--- src/rtl/hamUartPkg.sv ---
package hamUartPkg;

  localparam int MAX_DATA_W = 32;

  // smallest number of check bits r that covers w data bits
  function automatic int checkBitsFor(input int w);
    for (int r = 1; r < 16; r++) begin
      if ((1 << r) >= w + r + 1) return r;
    end
    return 16;
  endfunction

  function automatic bit isPow2(input int p);
    return (p > 0) && ((p & (p - 1)) == 0);
  endfunction

  // data bit index carried by a non-power-of-two codeword position
  function automatic int dataIdxOf(input int p);
    int idx;
    idx = 0;
    for (int q = 1; q < p; q++) begin
      if (!isPow2(q)) idx++;
    end
    return idx;
  endfunction

  localparam int MAX_CHK_W   = checkBitsFor(MAX_DATA_W);
  localparam int MAX_CODE_W  = MAX_DATA_W + MAX_CHK_W;
  localparam int MAX_FRAME_W = MAX_CODE_W + 2;
  localparam int LEN_W       = $clog2(MAX_FRAME_W + 1);

  // control to datapath strobes
  typedef struct packed {
    logic load;
    logic shift;
  } txStrobeT;

endpackage

--- src/rtl/hamCheckGen.sv ---
module hamCheckGen
  import hamUartPkg::*;
#(
  parameter  int DATA_W = 32,
  localparam int CODE_W = DATA_W + checkBitsFor(DATA_W)
) (
  input  logic [DATA_W-1:0] dataVec,
  output logic [CODE_W-1:0] codeVec
);

  // data bits covered by check bit k
  function automatic logic [DATA_W-1:0] coverMask(input int k);
    logic [DATA_W-1:0] m;
    m = '0;
    for (int p = 1; p <= CODE_W; p++) begin
      if (!isPow2(p) && (((p >> k) & 1) == 1)) m[dataIdxOf(p)] = 1'b1;
    end
    return m;
  endfunction

  for (genvar pos = 1; pos <= CODE_W; pos++) begin : g_pos
    if (isPow2(pos)) begin : g_chk
      localparam int K = $clog2(pos);
      localparam logic [DATA_W-1:0] MASK = coverMask(K);
      assign codeVec[pos-1] = ^(dataVec & MASK);
    end else begin : g_dat
      assign codeVec[pos-1] = dataVec[dataIdxOf(pos)];
    end
  end

endmodule

--- src/rtl/hamUartDatapath.sv ---
module hamUartDatapath
  import hamUartPkg::*;
(
  input  logic                  clk,
  input  logic                  rstN,
  input  txStrobeT              strobe,
  input  logic [MAX_DATA_W-1:0] dataIn,
  input  logic [1:0]            widthSel,
  input  logic                  hamMode,
  output logic [LEN_W-1:0]      frameLen,
  output logic                  lineBit
);

  localparam int HAM_LEN_8  = 8  + checkBitsFor(8);
  localparam int HAM_LEN_16 = 16 + checkBitsFor(16);
  localparam int HAM_LEN_32 = 32 + checkBitsFor(32);

  logic [MAX_DATA_W-1:0]  widthMask;
  logic [MAX_DATA_W-1:0]  dataMasked;
  logic [MAX_CODE_W-1:0]  hamCode;
  logic [MAX_CODE_W-1:0]  parCode;
  logic [MAX_CODE_W-1:0]  codeSel;
  logic [LEN_W-1:0]       codeLen;
  logic [LEN_W-1:0]       dataLen;
  logic [MAX_FRAME_W-1:0] frameNext;
  logic [MAX_FRAME_W-1:0] fillMask;
  logic [MAX_FRAME_W-1:0] frameReg;

  always_comb begin
    case (widthSel)
      2'd0:    begin widthMask = MAX_DATA_W'(32'h0000_00FF); dataLen = LEN_W'(8);  end
      2'd1:    begin widthMask = MAX_DATA_W'(32'h0000_FFFF); dataLen = LEN_W'(16); end
      default: begin widthMask = '1;                         dataLen = LEN_W'(32); end
    endcase
  end

  assign dataMasked = dataIn & widthMask;

  hamCheckGen #(.DATA_W(MAX_DATA_W)) u_checkGen (
    .dataVec (dataMasked),
    .codeVec (hamCode)
  );

  always_comb begin
    parCode          = {{(MAX_CODE_W-MAX_DATA_W){1'b0}}, dataMasked};
    parCode[dataLen] = ^dataMasked;
  end

  always_comb begin
    if (hamMode) begin
      codeSel = hamCode;
      case (widthSel)
        2'd0:    codeLen = LEN_W'(HAM_LEN_8);
        2'd1:    codeLen = LEN_W'(HAM_LEN_16);
        default: codeLen = LEN_W'(HAM_LEN_32);
      endcase
    end else begin
      codeSel = parCode;
      codeLen = dataLen + LEN_W'(1);
    end
  end

  assign frameLen  = codeLen + LEN_W'(2);
  assign fillMask  = {MAX_FRAME_W{1'b1}} << (codeLen + LEN_W'(1));
  assign frameNext = {1'b0, codeSel, 1'b0} | fillMask;

  always_ff @(posedge clk or negedge rstN) begin
    if (!rstN) begin
      frameReg <= '1;
    end else if (strobe.load) begin
      frameReg <= frameNext;
    end else if (strobe.shift) begin
      frameReg <= {1'b1, frameReg[MAX_FRAME_W-1:1]};
    end
  end

  assign lineBit = frameReg[0];

endmodule

--- src/rtl/hamUartCtrl.sv ---
module hamUartCtrl
  import hamUartPkg::*;
#(
  parameter int DIV_W = 16
) (
  input  logic             clk,
  input  logic             rstN,
  input  logic             loadValid,
  input  logic [DIV_W-1:0] baudDiv,
  input  logic [LEN_W-1:0] frameLen,
  output txStrobeT         strobe,
  output logic             busy
);

  typedef enum logic {ST_IDLE, ST_SEND} stateT;

  stateT            state;
  logic [DIV_W-1:0] divReg;
  logic [DIV_W-1:0] baudCnt;
  logic [LEN_W-1:0] bitsLeft;
  logic             bitEnd;

  assign bitEnd       = (baudCnt == divReg);
  assign strobe.load  = (state == ST_IDLE) && loadValid;
  assign strobe.shift = (state == ST_SEND) && bitEnd;
  assign busy         = (state == ST_SEND);

  always_ff @(posedge clk or negedge rstN) begin
    if (!rstN) begin
      state    <= ST_IDLE;
      divReg   <= '0;
      baudCnt  <= '0;
      bitsLeft <= '0;
    end else begin
      case (state)
        ST_IDLE: begin
          if (loadValid) begin
            state    <= ST_SEND;
            divReg   <= baudDiv;
            baudCnt  <= '0;
            bitsLeft <= frameLen;
          end
        end
        default: begin
          if (bitEnd) begin
            baudCnt  <= '0;
            bitsLeft <= bitsLeft - LEN_W'(1);
            if (bitsLeft == LEN_W'(1)) state <= ST_IDLE;
          end else begin
            baudCnt <= baudCnt + DIV_W'(1);
          end
        end
      endcase
    end
  end

endmodule

--- src/rtl/hamUartTx.sv ---
module hamUartTx
  import hamUartPkg::*;
#(
  parameter int DIV_W = 16
) (
  input  logic                  clk,
  input  logic                  rstN,
  input  logic                  loadValid,
  output logic                  loadReady,
  input  logic [MAX_DATA_W-1:0] dataIn,
  input  logic [1:0]            widthSel,
  input  logic                  hamMode,
  input  logic [DIV_W-1:0]      baudDiv,
  output logic                  txLine,
  output logic                  busy
);

  txStrobeT         strobe;
  logic [LEN_W-1:0] frameLen;

  hamUartCtrl #(.DIV_W(DIV_W)) u_ctrl (
    .clk       (clk),
    .rstN      (rstN),
    .loadValid (loadValid),
    .baudDiv   (baudDiv),
    .frameLen  (frameLen),
    .strobe    (strobe),
    .busy      (busy)
  );

  hamUartDatapath u_dp (
    .clk      (clk),
    .rstN     (rstN),
    .strobe   (strobe),
    .dataIn   (dataIn),
    .widthSel (widthSel),
    .hamMode  (hamMode),
    .frameLen (frameLen),
    .lineBit  (txLine)
  );

  assign loadReady = !busy;

endmodule

--- config.mk ---
export PLATFORM = sky130hd
export DESIGN_NAME = hamUartTx
export DESIGN_NICKNAME = d
export VERILOG_FILES = /design/src/rtl/hamUartPkg.sv /design/src/rtl/hamCheckGen.sv /design/src/rtl/hamUartDatapath.sv /design/src/rtl/hamUartCtrl.sv /design/src/rtl/hamUartTx.sv
export SDC_FILE = /design/constraint.sdc
export NUM_CORES = 1
export LEC_CHECK = 0
export ABC_CLOCK_PERIOD_IN_PS = 7500
export BUFFER_PORTS_ARGS = -buffer_cell sky130_fd_sc_hd__buf_2
export CAP_MARGIN = 5
export CORE_MARGIN = 2
export CORE_UTILIZATION = 55
export CTS_BUF_LIST = sky130_fd_sc_hd__clkbuf_4 sky130_fd_sc_hd__clkbuf_8
export DETAILED_ROUTE_END_ITERATION = 8
export GPL_TIMING_DRIVEN = 0
export PLACE_DENSITY = 0.79
export SLEW_MARGIN = 40
export SYNTH_ARGS = -nofsm -noshare
export SYNTH_HDL_FRONTEND = slang
export SYNTH_HIERARCHICAL = 1
export SYNTH_SLANG_ARGS = --single-unit
--- constraint.sdc ---
create_clock -name clk -period 7.5 [get_ports clk]
set_clock_uncertainty 0.1 [all_clocks]
set_input_delay 1.5 -clock clk [delete_from_list [all_inputs] [get_ports clk]]
set_output_delay 1.5 -clock clk [all_outputs]
set_load 0.02 [all_outputs]
# == Word-level counts from Yosys, hierarchy flattened ==
# Index checks and enable logic that the tools add are counted.
# word_totals
elab_cells,56
output_inout_bits,3
ff_bits,79
inputBits,54
# op_classes
muxes,20
eq_ne,4
magnitude_cmp,2
add_sub_neg,5
shifts,1
n_reduce_logical,16
bitwise_logic,3
# op_table
cell,count
$reduce_xor A32 Y1,7
$mux W40,2
$pmux W32 S2,1
$mux W16,3
$or A39 B40 Y40,1
$shl A40 B6 Y40 const A,1
$bwmux W38,1
$mux W38,1
$and A32 B32 Y32,1
$mux W6,4
$pmux W6 S2,2
$add A16 B1 Y16 const B,1
$eq A16 B16 Y1,1
$add A6 B1 Y6 const B,2
$lt A6 B7 Y1 const B,1
$add A6 B2 Y6 const B,1
$demux W1 S6,1
$eq A6 B1 Y1 const B,1
$ge A6 B1 Y1 const B,1
$sub A6 B1 Y6 const B,1
$mux W1,5
$reduce_and A2 Y1,2
$reduce_bool A2 Y1,2
$logic_and A1 B1 Y1,3
other kinds (5),5

# == Depth between registers and ports, before layout ==
# Gate-level depths: netlist (run 1).
# logic_depth
depth_word,10
mapped_depth,13
mapped_depth_nobuf,10

# == By module ==
# The synthesis (run 1) kept the hierarchy.
# by_module_without_submodules
module,area_per_inst_um2,cells_each,seq_area_each_um2,n_inst
hamUartDatapath,3153.0,364,1051.0,1
hamUartCtrl,2213.4,204,975.9,1
hamCheckGen,794.5,84,0.0,1
hamUartTx,3.8,1,0.0,1

# == Least setup slack after synthesis (run 1) ==
# Ideal clock, no wire load.
# synth_path
path_kind,input to register
from,in widthSel[1]
to,reg u_dp.frameReg[1]
setup_slack_ns,3.570
arrival_time_ns,3.740
cell_stages,11
setup_ns,0.090
cell_sequence,buf_2 clkbuf_1 clkbuf_1 and2_1 xor2_1 xnor2_1 xnor3_1 xnor2_1 mux2_2 a311oi_1 a21oi_1
# synth_between
elab_cells_between_ends,21
cone_classes,add/sub (2); order compare (2); eq/ne (1); shift (1); mux (9); bitwise (2); reduce/logical (4)
# synth_rtl
element,line_no,source
start: declaration,hamUartTx.sv:11,"input logic [1:0] widthSel,"
$eq A2 B1 Y1 / $logic_not A2 Y1 (equally long branches),hamUartDatapath.sv:30,case (widthSel)
$pmux W32 S2 (*),hamUartDatapath.sv:30,
$and A32 B32 Y32 (*),hamUartDatapath.sv:37,assign dataMasked = dataIn & widthMask;
net u_dp.dataMasked[23],hamUartDatapath.sv:19,logic [MAX_DATA_W-1:0] dataMasked;
$reduce_xor A32 Y1 (*),hamCheckGen.sv:25,assign codeVec[pos-1] = ^(dataVec & MASK);
net u_dp.hamCode[0],hamUartDatapath.sv:20,logic [MAX_CODE_W-1:0] hamCode;
$mux W38 (*),hamUartDatapath.sv:50,if (hamMode) begin
$or A39 B40 Y40 (*),hamUartDatapath.sv:65,"assign frameNext = {1'b0, codeSel, 1'b0} | fillMask;"
$mux W40 (*),hamUartDatapath.sv:70,end else if (strobe.load) begin
end signal: assignment,hamUartDatapath.sv:71,frameReg <= frameNext;
end signal: assignment,hamUartDatapath.sv:73,"frameReg <= {1'b1, frameReg[MAX_FRAME_W-1:1]};"
end: declaration,hamUartDatapath.sv:27,logic [MAX_FRAME_W-1:0] frameReg;
# Mark *: on every way through the listed nets, which the timed path passes. The rest lies on a longest branch.
# A chain may end at the register's enable or synchronous reset.

# == Worst setup path in the final report (run 1) ==
# layout_path
from,in hamMode
to,reg u_dp.frameReg[27]
# layout_between
elab_chain_len,5
elab_cells_between_ends,6
cone_classes,add/sub (1); shift (1); mux (3); bitwise (1)
# layout_rtl
element,line_no,source
start: declaration,hamUartTx.sv:12,"input logic hamMode,"
$mux W6,hamUartDatapath.sv:50,
$add A6 B1 Y6,hamUartDatapath.sv:64,assign fillMask = {MAX_FRAME_W{1'b1}} << (codeLen + LEN_W'(1));
$shl A40 B6 Y40,hamUartDatapath.sv:64,
$or A39 B40 Y40 (*),hamUartDatapath.sv:65,
$mux W40 (*),hamUartDatapath.sv:70,
# Mark *: on every way between the ends. The rest lies on a longest branch, timed or not.

==> results of run 1 <==
-- cells by family after synthesis --
family | count (synthesis) | synth area share
simple gates | 176 | 0.154
mux | 56 | 0.0958
buf+inv | 92 | 0.0854
xor+xnor | 101 | 0.169
flops | 79 | 0.329
fa+ha+maj | 7 | 0.0142
compound gates | 142 | 0.153
-- per-stage QoR --
step	area [um2]	setup WS [ns]	power, mW	instances	hold WS [ns]
after floorplan	6160	3.57	0.938	653	0.358
after global placement	6610	2.54	1.04	846	0.367
after detailed placement	6640	2.63	1.06	847	0.373
after CTS	6840	3.05	1.40	863	0.384
after global routing	6840	2.74	1.47	863	0.414
final	6840	2.89	1.40	863	0.390
-- state kept, by name, summed over array words and instances, names as in the netlist --
| name | count |
|---|---|
| u_dp/frameReg | 40 |
| u_ctrl/baudCnt | 16 |
| u_ctrl/divReg | 16 |
| u_ctrl/bitsLeft | 6 |
| u_ctrl/busy | 1 |
-- layout make-up --
cell class / count / area, um2 / share of cell area
inverters: 22 / 82.6 / 0.0121
plain buffers: 70 / 444 / 0.0649
clock inverters: 3 / 43.8 / 0.00640
flip-flops and latches: 79 / 2030 / 0.296
repair buffers: 54 / 299 / 0.0437
multi-input cells: 482 / 3610 / 0.528
clock buffers: 13 / 160 / 0.0234
well taps: 140 / 175 / 0.0256
-- cell usage after synthesis, drive strengths merged (4+ instances only) --
master	n	area [um2]
xnor2	84	807
nand2	53	199
buf	48	353
a21oi	40	200
dfstp	40	1050
dfrtp	39	976
mux2i	35	350
o21ai	34	170
nor2	25	93.8
and2	23	145
inv	22	82.6
clkbuf	21	82.6
mux2	21	240
nor2b	19	119
a211oi	18	135
nand3	11	60.1
nor3	11	55.1
xor2	11	96.3
nand2b	9	56.3
a221oi	7	67.6
ha	7	87.6
or3	7	50.1
nand4	6	65.1
xnor3	6	136
a22o	5	43.8
a31oi	5	31.3
a22oi	4	30.0
or2	4	25.0
-- report_power, final --
| part | total (mW) | internal, mW | switching [mW] | leakage (nW) |
|---|---|---|---|---|
| Combinational | 0.477 | 0.239 | 0.237 | 1.82 |
| Sequential | 0.587 | 0.519 | 0.0675 | 0.894 |
| Clock | 0.337 | 0.174 | 0.163 | 0.108 |
-- critical path, cell delays in order --
cell and delay, ns:
buf_2 0.20, buf_6 0.18, clkbuf_1 0.50, nand2_1 0.24, inv_1 0.13, ha_1 0.21
inv_1 0.13, ha_1 0.31, clkbuf_1 0.43, nor2_1 0.09, o21ai_0 0.45, a211oi_1 0.20
o21ai_0 0.23
-- metal layers --
metal	part of all wire	routed length, um
met5	0	0
met4	0.048	829
met3	0.063	1090
met2	0.49	8430
met1	0.40	7000
-- worst min-delay path by stage --
stage                            startpoint                end  slack [ns]
after floorplan           u_dp/frameReg[35]  u_dp/frameReg[35]        0.36
after global placement    u_dp/frameReg[35]  u_dp/frameReg[35]        0.37
after detailed placement  u_dp/frameReg[29]  u_dp/frameReg[29]        0.37
after CTS                 u_dp/frameReg[29]  u_dp/frameReg[29]        0.38
after global routing      u_dp/frameReg[37]  u_dp/frameReg[37]        0.41
final                     u_dp/frameReg[29]  u_dp/frameReg[29]        0.39
==> results.cfg, run 1 <==
[outcome]
status = complete, no violations

[timing]
slew_violations = 0
tightest_slew_ns = 0.676
finalSetupViolations = 0
rsz0062_at_grt = false
slew_headroom = 0.550
min_period_ns = 4.61
fin_tns_setup_ns = 0
clock.fmax_ghz = 0.217
hold_viol = 0
timing.final.crit_share = 0.615

[layout]
layout_commonest_cell = xnor2_1
final_core_util = 0.628
fill_cells = 978
insertedDiodeCount = 0
syn_to_final_growth_pct = 11.0
drive_above_1_share = 0.278
final_cell_mix = xnor2_1 (76), buf_2 (58), nand2_1 (53)
nNetsFinal = 779

[worst_setup_path]
r2r-start = u_ctrl/baudCnt[6]
cp.required_ns = 7.70
end_kind = flip-flop
start_kind = primary input
crit_path_start = hamMode
worstSetupPathType = primary input to flip-flop
arrival_ns = 4.82
crit_end = u_dp/frameReg[27]
r2r_end = u_dp/frameReg[34]
rr_worst_depth = 9
crit_fanout = 10
reg2reg_slack_ns = 3.91

[drt]
via_per_inst = 5.95
drtIter0Drc = 371
route.detailed.drc = 0
vias = 5138
wl_per_cell_um = 20.1
ant_nets = 0
wirelength_um = 17300
drtPass1Iterations = 5

[run]
cap_violations = 0

[clock_network]
worstSkewPairLatency_ns = 0.38
htreeDepth = 3
cts_hold_buf = 0
cts_made_buffers = 9
cts_setup_buffers = 0
clkSlewWorstSetupHoldPaths_ns = 0.09
cts_root_buf = clkbuf_8
cts_tree = done
cts_buffer_depth = 2
cts_sinks = 79
cts_resized = 0

[yosys]
synthArstFlopShare = 1.00
synthCells = 653
synth_nets = 714
syn_area_per_cell_um2 = 9.44
syn_area_um2 = 6160
yosysSeqAreaShare = 0.329
yosysWarnings = 6
synth_cell_types = 73
synth_enable_flop_cells = 0
synth_seq_cells = 79
ys.flop_type = dfstp_2

[global_routing]
antenna_found_initial = 0
grtUsageMet2 = 0.518
track_usage = 0.309
busiest_layer = met2
grt_max_degree = 62
met3_usage = 0.0658
grt_overflow = 0
grt_pass1_vias = 5220
grt_pass1_wl_um = 27700
grtUsageMet1 = 0.367

[floorplan]
fp.dieArea_um2 = 12100
die_h_um = 110
core_um2 = 10900
die_x_um = 110
initial_utilization = 0.566
pin_count = 57
rows = 38

[hold_path]
hold_depth = 2
hold_path.class = flip-flop to flip-flop

[placed_design]
gp_congestion = 1.00
io_buffers = 53
dp_hpwl_um = 13500

[power]
power_density_nw_per_um2 = 205
p_leak_nw = 2.82
vdd_drop_max_uv = 144
Power figures use the tool's default switching activity.
==> inputs of run 2 (changes only) <==
--- a/config.mk
+++ b/config.mk
@@ -5,7 +5,8 @@
 export SDC_FILE = /design/constraint.sdc
 export NUM_CORES = 1
 export LEC_CHECK = 0
-export ABC_CLOCK_PERIOD_IN_PS = 7500
+export ABC_AREA = 1
+export ABC_CLOCK_PERIOD_IN_PS = 4600
 export BUFFER_PORTS_ARGS = -buffer_cell sky130_fd_sc_hd__buf_2
 export CAP_MARGIN = 5
 export CORE_MARGIN = 2
@@ -13,7 +14,7 @@
 export CTS_BUF_LIST = sky130_fd_sc_hd__clkbuf_4 sky130_fd_sc_hd__clkbuf_8
 export DETAILED_ROUTE_END_ITERATION = 8
 export GPL_TIMING_DRIVEN = 0
-export PLACE_DENSITY = 0.79
+export PLACE_DENSITY = 0.78
 export SLEW_MARGIN = 40
 export SYNTH_ARGS = -nofsm -noshare
 export SYNTH_HDL_FRONTEND = slang
==> constraint.sdc (replaced) <==
create_clock -name clk -period 4.6 [get_ports clk]
set_clock_uncertainty 0.1 [all_clocks]
set_input_delay 0.92 -clock clk [delete_from_list [all_inputs] [get_ports clk]]
set_output_delay 0.92 -clock clk [all_outputs]
set_load 0.02 [all_outputs]
==> run 2 against run 1 <==
  * Non-clock buffer count is the same
  * Synthesized cell count grew 75%
  * Sequential power grew 63%
  * Via count grew 42%
  * Area after synthesis grew 13%
  * Die area grew 13%
  * Critical endpoint is now u_dp/frameReg[26]
  * Largest power group unchanged
==> results.cfg, run 2 <==
[floorplan]
pin_count = 57
die_h_um = 117
die_x_um = 117
initial_utilization = 0.559
fp.dieArea_um2 = 13600
core_um2 = 12500
rows = 41

[drt]
via_per_inst = 5.27
vias = 7303
drtPass1Iterations = 7
wirelength_um = 19200
wl_per_cell_um = 13.9
route.detailed.drc = 0
drtIter0Drc = 690
ant_nets = 0

[power]
sw_frac_of_total = 0.374
p_leak_nw = 4.13
switching_power_uw = 842
pwr-share-seq = 0.425
intPower_mw = 1.41
clkPwrFrac = 0.232
vdd_drop_max_uv = 157
power_density_nw_per_um2 = 291
combPwrFrac = 0.344
power.total_mw = 2.25

[placed_design]
gp_congestion = 0.962
dp.cells = 1371
io_buffers = 56
dp_hpwl_um = 15000
dpl_cell_area_um2 = 7520

[timing]
fin_tns_setup_ns = 0
rsz0062_at_grt = false
tightest_slew_ns = 0.841
min_period_ns = 3.92
slew_headroom = 0.425
finalSetupViolations = 0
slew_violations = 0
hold_viol = 0
clock.fmax_ghz = 0.255
hold_slack_ns = 0.324
timing.final.crit_share = 0.852

[global_routing]
grt_pass1_wl_um = 31700
antenna_found_initial = 0
grt_overflow = 0
grt_pass1_vias = 6693
grt_max_degree = 53
track_usage = 0.292

[yosys]
yosys.area.top_type = nand2_1
synth_enable_flop_cells = 0
synthArstFlopShare = 1.00
ys.flop_type = dfstp_2
synth_nets = 1203
syn_area_um2 = 6990
synth.top_cells.by_area = nand2_1 (24%), dfstp_2 (15%), dfrtp_1 (14%)
syn_area_per_cell_um2 = 6.12
yosysTopAreaCellShare = 0.240
synth_cell_types = 47
synth_commonest_cells = nand2_1 (447), inv_1 (136), nor2_1 (95)
synth_seq_cells = 79
yosysSeqAreaShare = 0.290
yosysWarnings = 6
synthCells = 1142
synthMostInstantiatedCell = nand2_1

[clock_network]
cts_sinks = 79
htreeDepth = 3
cts_tree = done
cts_hold_buf = 0
cts_made_buffers = 9
clkSlewWorstSetupHoldPaths_ns = 0.09
cts_root_buf = clkbuf_8
worstSkewPairLatency_ns = 0.35
cts_setup_buffers = 0
cts_buffer_depth = 2
cts_resized = 0

[worst_setup_path]
path_cells = buf_2, clkbuf_1, clkinv_1, clkbuf_1, nor2_1, inv_1, ha_1, inv_1, ha_1, a21oi_1, a21oi_1, a2111oi_0, o22ai_1
reg2reg_slack_ns = 1.39
critical_path.top_delay_family = buffers and inverters
slowest_delay_ns = 0.69
start_kind = primary input
end_kind = flip-flop
r2r-start = u_ctrl/busy
cp.required_ns = 4.75
path_buf_inv = 6
worstSetupPathType = primary input to flip-flop
crit_path_start = hamMode
cpMaxStageDelayCell = a2111oi_0
arrival_ns = 4.07
crit_fanout = 10

[layout]
syn_to_final_growth_pct = 10.5
largest_register_ffs = 40
largestRegisters = u_dp/frameReg: 40 flops, u_ctrl/baudCnt: 16 flops, u_ctrl/divReg: 16 flops
final_cells = 1387
layout_commonest_cell = nand2_1
nNetsFinal = 1271
drive_above_1_share = 0.148
largest_register = u_dp/frameReg
insertedDiodeCount = 0
final_cell_mix = nand2_1 (447), inv_1 (136), nor2_1 (95)
fin_area_um2 = 7720

[run]
cap_violations = 0

[hold_path]
hold_path.class = primary input to asynchronous set/reset pin

[outcome]
status = complete, no violations
run 2: cell count changes in the layout (fill, tap and decap cells not counted), moves of 14 or more:
| cell | previous run | this run |
|---|---|---|
| nand2_1 | 53 | 447 |
| inv_1 | 22 | 136 |
| nor2_1 | 25 | 95 |
| nand3_1 | 10 | 71 |
| xnor2_1 | 76 | 21 |
| mux2i_1 | 35 | 0 |
| o21ai_0 | 34 | 58 |
| and2_1 | 22 | 0 |
| a21oi_1 | 40 | 19 |
| mux2_2 | 20 | 0 |
| nor2b_1 | 19 | 0 |
| a211oi_1 | 18 | 4 |
| o21ai_1 | 0 | 14 |
| xor2_1 | 11 | 25 |
run 2: cell families (layout without fill, tap and decap cells):
kind of cell             count (synthesis)  count (layout)  synth area share
AND/OR/NAND/NOR                        640             640             0.368
XOR/XNOR                                47              47            0.0599
adder cells (fa/ha/maj)                  7               7            0.0125
flip-flops                              79              79             0.290
AO/OA/AOI/OAI                          154             154             0.133
buffers and inverters                  215             288             0.137
run 2: worst register-to-register path, cell delays in order (launching register included):
cell       delay (ns)
dfrtp_1          0.41
nor2_1           0.27
clkbuf_1         0.49
clkbuf_1         0.41
inv_1            0.15
clkbuf_1         0.31
a2111oi_0        0.83
o22ai_1          0.15
run 2: final cells by class:
type / instances / area [um2]
Buffer: 67 / 402
Clock buffer: 10 / 131
Clock inverter: 6 / 68.8
Fill cell: 1235 / 4790
Inverter: 148 / 556
Multi-Input combinational cell: 848 / 4010
Sequential cell: 79 / 2030
Tap cell: 172 / 215
Timing Repair Buffer: 57 / 314
run 2: routing by layer:
layer	track usage	wire [um]	part of all wire	vias up
met3	0.0514	1460	0.076	29
met4	0.0800	290	0.015	0
met5	0	0	0	-
met1	0.420	9220	0.48	3303
met2	0.454	8270	0.43	268
li1	-	-	-	3703
run 2: power groups by stage:
stage / Sequential [mW] / Clock, mW / Combinational, mW
after global placement: 0.959 / 0 / 0.737
after global routing: 0.972 / 0.552 / 0.890
after CTS: 0.952 / 0.530 / 0.764
after floorplan: 0.939 / 0 / 0.577
after detailed placement: 0.961 / 0 / 0.761
final: 0.955 / 0.521 / 0.773
run 2: worst paths after layout:
check | endpoint | cells after the start
worst max-delay path | u_dp/frameReg[26] | 13
worst min-delay path | u_ctrl/divReg[10] | 1
worst max register to register | u_dp/frameReg[26] | 7
worst min register to register | u_dp/frameReg[2] | 2
max in group asynchronous | u_dp/frameReg[39] | 2
min in group clk | u_dp/frameReg[2] | 2
run 2: per-stage QoR:
step | setup slack [ns] | utilization
2_1_floorplan | 1.42 | -
3_3_place_gp | 0.457 | 0.598
3_5_place_dp | 0.471 | 0.601
4_1_cts | 0.829 | 0.617
5_1_grt | 0.582 | 0.617
6_report | 0.682 | 0.617
